--- config.mk ---
export PLATFORM = sky130hd
export DESIGN_NAME = cxadd_unit
export DESIGN_NICKNAME = d
export VERILOG_FILES = /design/src/rtl/cxadd_pkg.sv /design/src/rtl/cxadd_decode.sv /design/src/rtl/cxadd_alu.sv /design/src/rtl/cxadd_flags.sv /design/src/rtl/cxadd_unit.sv
export SDC_FILE = /design/constraint.sdc
export NUM_CORES = 1
export LEC_CHECK = 0
export ABC_AREA = 1
export BUFFER_PORTS_ARGS = -buffer_cell sky130_fd_sc_hd__buf_2
export CAP_MARGIN = 25
export CORE_UTILIZATION = 45
export CTS_CLUSTER_SIZE = 24
export DETAILED_ROUTE_END_ITERATION = 12
export PLACE_DENSITY = 0.73
export SYNTH_ARGS = -nofsm -noshare
export SYNTH_HDL_FRONTEND = slang
export SYNTH_SLANG_ARGS = --single-unit
--- constraint.sdc ---
create_clock -name clk -period 7.6 [get_ports clk]
set_clock_uncertainty 0.05 [all_clocks]
set_input_delay 1.14 -clock clk [delete_from_list [all_inputs] [get_ports clk]]
set_output_delay 1.14 -clock clk [all_outputs]
set_load 0.05 [all_outputs]
--- src/rtl/cxadd_pkg.sv ---
package cxadd_pkg;
  localparam int unsigned IW       = 32;
  localparam int unsigned REG_IDXW = 5;
  localparam int unsigned XOW      = 9;

  localparam logic [5:0]     PRIM_OP  = 6'd31;
  localparam logic [XOW-1:0] XO_ZEXT  = 9'd202;
  localparam logic [XOW-1:0] XO_MONE  = 9'd234;
  localparam logic [XOW-1:0] XO_CMPL  = 9'd200;

  typedef enum logic [1:0] {
    OPK_ZEXT = 2'd0,
    OPK_MONE = 2'd1,
    OPK_CMPL = 2'd2
  } opk_e;

  typedef struct packed {
    logic                legal;
    opk_e                kind;
    logic [REG_IDXW-1:0] dst;
    logic                ovf_en;
    logic                rec;
  } dec_t;
endpackage

--- src/rtl/cxadd_decode.sv ---
module cxadd_decode
  import cxadd_pkg::*;
(
  input  logic [IW-1:0] word,
  output dec_t          dec
);
  logic [5:0]     prim;
  logic [XOW-1:0] ext;

  always_comb begin
    prim       = word[31:26];
    ext        = word[9:1];
    dec.dst    = word[25:21];
    dec.ovf_en = word[10];
    dec.rec    = word[0];
    dec.legal  = 1'b0;
    dec.kind   = OPK_ZEXT;
    if (prim == PRIM_OP) begin
      unique case (ext)
        XO_ZEXT: begin dec.legal = 1'b1; dec.kind = OPK_ZEXT; end
        XO_MONE: begin dec.legal = 1'b1; dec.kind = OPK_MONE; end
        XO_CMPL: begin dec.legal = 1'b1; dec.kind = OPK_CMPL; end
        default: begin dec.legal = 1'b0; dec.kind = OPK_ZEXT; end
      endcase
    end
  end
endmodule

--- src/rtl/cxadd_alu.sv ---
module cxadd_alu
  import cxadd_pkg::*;
#(
  parameter int unsigned W = 32
) (
  input  opk_e         kind,
  input  logic [W-1:0] a_in,
  input  logic         cin,
  output logic [W-1:0] sum,
  output logic         cout,
  output logic         sovf
);
  localparam int unsigned SW = W + 1;

  logic [W-1:0]  opa;
  logic [W-1:0]  opb;
  logic [SW-1:0] full;

  always_comb begin
    unique case (kind)
      OPK_MONE: begin opa = a_in;  opb = {W{1'b1}}; end
      OPK_CMPL: begin opa = ~a_in; opb = '0;        end
      default:  begin opa = a_in;  opb = '0;        end
    endcase
    full = {1'b0, opa} + {1'b0, opb} + {{W{1'b0}}, cin};
    sum  = full[W-1:0];
    cout = full[SW-1];
    sovf = (opa[W-1] == opb[W-1]) && (sum[W-1] != opa[W-1]);
  end
endmodule

--- src/rtl/cxadd_flags.sv ---
module cxadd_flags #(
  parameter int unsigned W = 32
) (
  input  logic [W-1:0] res,
  input  logic         sovf,
  input  logic         ovf_en,
  input  logic         ov_prev,
  input  logic         so_prev,
  output logic         ov_new,
  output logic         so_new,
  output logic [3:0]   cr_new
);
  logic neg, zero;

  always_comb begin
    neg    = res[W-1];
    zero   = (res == '0);
    ov_new = ovf_en ? sovf : ov_prev;
    so_new = so_prev | (ovf_en & sovf);
    cr_new = {neg, !neg && !zero, zero, so_new};
  end
endmodule

--- src/rtl/cxadd_unit.sv ---
module cxadd_unit
  import cxadd_pkg::*;
#(
  parameter int unsigned XLEN = 32
) (
  input  logic            clk,
  input  logic            rst,
  input  logic            in_valid,
  input  logic [31:0]     instr,
  input  logic [XLEN-1:0] ra_val,
  input  logic            ca_in,
  input  logic            ov_in,
  input  logic            so_in,
  output logic            out_valid,
  output logic            out_illegal,
  output logic [4:0]      rd_idx,
  output logic [XLEN-1:0] rd_data,
  output logic            rd_we,
  output logic            ca_we,
  output logic            ca_out,
  output logic            ov_we,
  output logic            ov_out,
  output logic            so_out,
  output logic            cr0_we,
  output logic [3:0]      cr0
);
  dec_t            dec;
  logic [XLEN-1:0] sum;
  logic            cout, sovf, ov_n, so_n;
  logic [3:0]      cr_n;
  logic            ok;

  cxadd_decode u_dec (.word(instr), .dec(dec));

  cxadd_alu #(.W(XLEN)) u_alu (
    .kind(dec.kind), .a_in(ra_val), .cin(ca_in),
    .sum(sum), .cout(cout), .sovf(sovf)
  );

  cxadd_flags #(.W(XLEN)) u_flg (
    .res(sum), .sovf(sovf), .ovf_en(dec.ovf_en),
    .ov_prev(ov_in), .so_prev(so_in),
    .ov_new(ov_n), .so_new(so_n), .cr_new(cr_n)
  );

  assign ok = in_valid && dec.legal;

  always_ff @(posedge clk) begin
    if (rst) begin
      out_valid   <= 1'b0;
      out_illegal <= 1'b0;
      rd_idx      <= '0;
      rd_data     <= '0;
      rd_we       <= 1'b0;
      ca_we       <= 1'b0;
      ca_out      <= 1'b0;
      ov_we       <= 1'b0;
      ov_out      <= 1'b0;
      so_out      <= 1'b0;
      cr0_we      <= 1'b0;
      cr0         <= '0;
    end else begin
      out_valid   <= in_valid;
      out_illegal <= in_valid && !dec.legal;
      rd_idx      <= dec.dst;
      rd_data     <= sum;
      rd_we       <= ok;
      ca_we       <= ok;
      ca_out      <= cout;
      ov_we       <= ok && dec.ovf_en;
      ov_out      <= dec.legal ? ov_n : ov_in;
      so_out      <= dec.legal ? so_n : so_in;
      cr0_we      <= ok && dec.rec;
      cr0         <= cr_n;
    end
  end

  // an illegal word writes nothing
  a_r2_illegal_quiet: assert property (@(posedge clk) disable iff (rst)
    out_illegal |-> !rd_we && !ca_we && !ov_we && !cr0_we);

  // exactly one of LT/GT/EQ in a written field
  a_r10_cr_onehot: assert property (@(posedge clk) disable iff (rst)
    cr0_we |-> $countones(cr0[3:1]) == 1);

  // a set summary-overflow input stays set
  a_r9_so_sticky: assert property (@(posedge clk) disable iff (rst)
    (in_valid && so_in) |=> so_out);

  // valid follows with one cycle of latency
  a_r12_latency: assert property (@(posedge clk) disable iff (rst)
    in_valid |=> out_valid);

  // overflow-enable clear never writes overflow
  a_r8_no_ov_write: assert property (@(posedge clk) disable iff (rst)
    (in_valid && !instr[10]) |=> !ov_we);

  // every result write comes with a carry write
  a_r4_carry_always: assert property (@(posedge clk) disable iff (rst)
    rd_we |-> ca_we);
endmodule

==> flow_summary.toml, run 1 <==
[detailed_routing]
drtIter0Drc = 249
post-route-drc-count = 0
wirelength_um = 11290
ant_nets = 0
viasPerCell = 4.757
wl_per_cell_um = 11.07
drt_first_pass_iters = 5
vias = 4852

[yosys]
netlist_instances = 778
yosysUniqueCellTypes = 37
synth_area_um2 = 4527
yosys_warnings = 0
synth.largest_area_cell = "nand2_1"
async_flop_share_pct = 0
ys_ff_latch = 48
ys_top_cells_by_area = "nand2_1 23%, dfxtp_1 21%, inv_1 11%"
seq_area_frac_synth_pct = 21.23
synthFlopType = "dfxtp_1"
synth.avg_cell_area_um2 = 5.819
synth_edf_count = 0
synth_fp_nets = 881
synth.top_cell.area_share_pct = 22.55

[placement]
gp_congestion = 0.9357
hpwl_um = 9534
place_area_um2 = 5177
io_buffers = 109

[cells_and_area]
reg_top3 = "rd_data (32), rd_idx (5), cr0 (3)"
seq_area_um2 = 960.9
fillers = 1045
area_delta_synth_final_pct = 17.86
fin_util_pct = 54.58
regMostFlops = "rd_data"
multi_input_comb_area_um2 = 2972
finalInstanceArea_um2 = 5335
largest_register_ffs = 32
nets = 989
drive_above_1_share_pct = 16.69
antenna_cells = 0

[sta]
max_freq_mhz = 216.6
slew_headroom_pct = 47.87
setup_violations = 0
min_period_ns = 4.617
tightest_slew_ns = 0.7819
finalSetupTns_ns = 0
drv_slew = 0
finalHoldViolations = 0
grt_setup_unrepaired = "false"
period_share_pct = 60.75
hold_slack_ns = 0.9824

[worst_setup_path]
crit_arrival_ns = 4.77
max_stage_delay_ns = 0.44
cp-start-kind = "input pin"
path_buf_inv = 4
crit_path_max_fanout = 22
path_class = "in -> reg"
cpMostUsedCell = "nor2_1"
cp-end-kind = "flop"
path_cells = "buf_2 -> or2_2 -> nor4_1 -> nand4_1 -> inv_1 -> buf_4 -> ha_1 -> nand2_1 -> inv_1 -> a21oi_1 -> nor2_1 -> nor2_2 -> nor2_1 -> nor2_1 -> nand2_1 -> nand2_1 -> nand2_1 -> nor2_1 -> nand2_1 -> nor2_1 -> nor2_1"
crit_family = "simple AND/OR/NAND/NOR gates"
required_ns = 7.76
cpMaxStageDelayCell = "inv_1"

[power_and_ir_drop]
switchingPower_mw = 0.2072
power_frac_seq_pct = 40.9
vdd_drop_max_mv = 0.1017
power.share.clock_pct = 34.4
p_leak_nw = 3.179
power_density_nw_per_um2 = 122.3
p_int_mw = 0.4454
pwr-share-comb_pct = 24.7
swShare_pct = 31.74

[clock_tree]
cts_root_buf = "clkbuf_8"
clk_pin_slew_ns = 0.09
cts_resized = 0
cts_buffers = 5
cts.path.max_buffers = 2
post_cts_buffers = 0
cts_tree = "yes"
cts_sinks = 48
cts_max_level = 2
hold_buffers = 0

[floorplan]
die_area_um2 = 10460
io-pin-count = 120
die_x_um = 102.3
die_y_um = 102.3
initial_utilization_pct = 46.31
num_rows = 36
core-area_um2 = 9774

[grt]
grt_pass1_wl_um = 18680
overflow = 0
top_usage_layer = "met2"
grt_pass1_vias = 4185
met2_usage_pct = 38.56
antenna_found_initial = 0
grt_use_met3_pct = 2.736
grt_use_total_pct = 22.61
grt_max_degree = 44
grtUsageMet1_pct = 29.76

[run]
maxCapViolCount = 0

[hold_path]
whs_path_depth = 3
min_path_type = "in -> reg"
worstHoldStart = "instr[25]"
hold_end = "rd_idx[4]"

[outcome]
status = "completed"
==> cell type report <==
type / count / share of cell area (%)
Multi-Input combinational cell: 580 / 55.70
Sequential cell: 48 / 18.01
Timing Repair Buffer: 111 / 10.74
Inverter: 140 / 9.850
Tap cell: 133 / 3.119
Clock buffer: 5 / 1.290
Clock inverter: 3 / 1.290
==> placed cells by master, fill, tap and decap left out, types with 2 or more instances in the layout <==
cell | netlist | routed
a21o_1 | 2 | 2
nand3b_1 | 7 | 7
nor2_2 | 6 | 6
buf_2 | 3 | 109
nor2_1 | 91 | 91
clkbuf_8 | 2 | 5
fa_1 | 2 | 2
nor3_1 | 12 | 12
nand3_1 | 47 | 47
nand4_1 | 15 | 15
xnor2_1 | 31 | 31
nand2_1 | 272 | 272
nor4_1 | 2 | 2
a21oi_1 | 32 | 32
o21bai_1 | 2 | 2
inv_1 | 136 | 136
bufinv_16 | 0 | 2
and2_1 | 2 | 2
inv_2 | 3 | 3
nand2_2 | 13 | 13
dfxtp_1 | 48 | 48
ha_1 | 31 | 31
==> synthesized netlist by cell type (2+ instances only) <==
library cell  number
and2_1             2
a21o_1             2
xnor2_1           31
nor2_1            91
nand2_2           13
buf_4              2
buf_2              3
nor2_2             6
ha_1              31
inv_2              3
nor3_1            12
fa_1               2
inv_1            136
nor4_1             2
dfxtp_1           48
o21bai_1           2
nand3b_1           7
clkbuf_8           2
clkbuf_1           3
nand2_1          272
nand4_1           15
nand3_1           47
a21oi_1           32
==> power groups by stage <==
stage	combinational [mW]	clock (mW)	sequential (mW)
floorplan	0.0701	0	0.318
global placement	0.160	0	0.272
detailed placement	0.161	0	0.273
CTS	0.161	0.229	0.267
global route	0.177	0.240	0.268
finish	0.161	0.225	0.267
==> worst max-delay path by stage <==
| stage | startpoint | end | slack, ns | cells after the start |
|---|---|---|---|---|
| finish | instr[9] | cr0[2] | 2.98 | 21 |
| floorplan | instr[9] | cr0[2] | 3.34 | 19 |
| CTS | instr[1] | cr0[2] | 2.79 | 24 |
| global route | instr[9] | cr0[2] | 2.58 | 21 |
| detailed placement | instr[1] | cr0[2] | 2.48 | 24 |
| global placement | instr[1] | cr0[2] | 2.55 | 24 |
==> tightest hold or removal path: cells and delay by family <==
family | cells | cell delay, ns
and+or+nand+nor | 1 | 0.06
buffers and inverters | 2 | 0.10
==> kinds of logic after synthesis <==
group / count (synthesis) / share of synthesized area [%]
AND/OR/NAND/NOR: 473 / 44.47
XOR/XNOR: 34 / 6.910
flip-flops: 48 / 21.23
buffers and inverters: 150 / 13.13
AO/OA/AOI/OAI: 40 / 4.809
adder cells (fa/ha/maj): 33 / 9.453
==> layer usage <==
metal,up-vias,part of all wire (%)
met2,154,43
met4,0,1.9
met5,-,0
li1,2597,-
met3,15,6.4
met1,2086,48
==> metrics by stage <==
step | power (mW) | setup slack, ns | std cells
CTS | 0.6576 | 2.791 | 1019
detailed placement | 0.4336 | 2.479 | 1011
finish | 0.6526 | 2.983 | 1020
global route | 0.6860 | 2.575 | 1020
floorplan | 0.3882 | 3.340 | 778
global placement | 0.4324 | 2.548 | 1011
Power figures use the tool's default switching activity.
==> run 2, diff against run 1 <==
- PLACE_DENSITY: 0.73 -> 0.76
- clock period: 7.6 -> 4.1 ns (I/O delays scaled with it)
==> run 2 against run 1 <==
Compared with the run above:
- worst hold slack worse by 0.52 ns
- cell count is 0.20% higher
- die area stayed put
- worst setup slack worse by 2.6 ns
- via count is 1.2% lower
- clock power is 88% higher
- non-clock buffer count is 2 higher
- critical path type unchanged
==> flow_summary.toml, run 2 (synthesis results as in run 1) <==
[worst_setup_path]
crit_path_max_fanout = 4
cpMaxStageDelayCell = "fa_1"
required_ns = 4.26
cp-start-kind = "input pin"
cpMostUsedCell = "nand2_1"
path_class = "in -> reg"
path_cells = "buf_2 -> or2_2 -> nor4_1 -> nand4_1 -> fa_1 -> inv_1 -> fa_1 -> nand2_1 -> nand2_1 -> nand3_1 -> nand2_1 -> nand2_1 -> nand2_1 -> nand2_1 -> nor2_1 -> nand3_1 -> nor2_1 -> nand3_1 -> nor2_1 -> nor2_1"
cp-end-kind = "flop"
crit_arrival_ns = 3.83
max_stage_delay_ns = 0.43

[placement]
hpwl_um = 9697
gp_congestion = 0.9841
place_area_um2 = 5213
dp.cells = 1014
io_buffers = 109

[hold_path]
min_path_type = "in -> reg"

[clock_tree]
post_cts_buffers = 0
cts_sinks = 48
cts_root_buf = "clkbuf_8"
cts_max_level = 2
clk_pin_slew_ns = 0.09
cts.path.max_buffers = 2
cts_buffers = 5
hold_buffers = 0
cts_resized = 0
cts_tree = "yes"

[cells_and_area]
nets = 991
fillers = 1081
reg_top3 = "rd_data (32), rd_idx (5), cr0 (3)"
regMostFlops = "rd_data"
stdcell_count = 1022
seq_area_um2 = 960.9
area_delta_synth_final_pct = 18.19
finalInstanceArea_um2 = 5350
drive_above_1_share_pct = 16.87
largest_register_ffs = 32
layout_common_cells = "272 x nand2_1, 136 x inv_1, 109 x buf_2"
multi_input_comb_area_um2 = 2972
antenna_cells = 0
layout_commonest_cell = "nand2_1"

[floorplan]
io-pin-count = 120
die_x_um = 102.3
die_area_um2 = 10460
die_y_um = 102.3
initial_utilization_pct = 46.31
num_rows = 36
core-area_um2 = 9774

[detailed_routing]
ant_nets = 0
drtIter0Drc = 239
vias = 4794
wirelength_um = 11390
post-route-drc-count = 0
viasPerCell = 4.691
wl_per_cell_um = 11.14
drt_first_pass_iters = 5

[sta]
tightest_slew_ns = 0.7802
finalSetupTns_ns = 0
slew_headroom_pct = 47.99
max_freq_mhz = 272.3
min_period_ns = 3.673
period_share_pct = 89.58
grt_setup_unrepaired = "false"
drv_slew = 0
finalHoldViolations = 0
hold_slack_ns = 0.4591
setup_violations = 0

[grt]
grt_pass1_wl_um = 18690
grt_pass1_vias = 4200
overflow = 0
grt_use_total_pct = 22.62
antenna_found_initial = 0
grt_max_degree = 44

[power_and_ir_drop]
p_leak_nw = 3.185
vdd_drop_max_mv = 0.1438
power_density_nw_per_um2 = 226.9

[run]
maxCapViolCount = 0

[outcome]
status = "completed"
## run 2: cell types whose count changed in the layout (fill, tap and decap cells not counted)
cell   change
buf_4      +2
## run 2: final timing paths
check | startpoint | endpoint | slack (ns) | cells past startpoint
min | instr[24] | rd_idx[3] | 0.46 | 3
max | instr[9] | cr0[2] | 0.43 | 20
## run 2: stage by stage
step | utilization [%] | setup WS (ns) | power [mW]
5_1_grt | 54.74 | 0.1231 | 1.278
3_3_place_gp | 53.33 | 0.2153 | 0.8012
3_5_place_dp | 53.33 | 0.1769 | 0.8025
4_1_cts | 54.74 | 0.4931 | 1.219
2_1_floorplan | - | 0.3652 | 0.7196
6_report | 54.74 | 0.4272 | 1.214
## run 2: where the power goes
part | switching (mW) | total (mW) | internal [mW]
combinational | 0.207 | 0.298 | 0.0908
sequential | 0.00516 | 0.494 | 0.489
clock | 0.176 | 0.422 | 0.246
total | 0.388 | 1.21 | 0.826
## run 2: cell type report
class	instances	share of cell area [%]
clock inverters	3	1.286
clock buffers	5	1.286
well taps	133	3.110
inverters	140	9.822
multi-input cells	580	55.54
flip-flops and latches	48	17.96
repair buffers	113	10.99
## run 2: critical path: cells and delay by family
kind	cells	cell delay, ns
fa+ha+maj	2	0.71
buf+inv	2	0.25
simple gates	16	2.22
## run 2: layer usage
metal,vias up,share of wire (%),track usage [%]
met3,20,6.3,3.010
met1,2018,48,30.22
met4,0,1.9,6.374
met2,152,43,38.00
li1,2604,-,-
met5,-,0,0
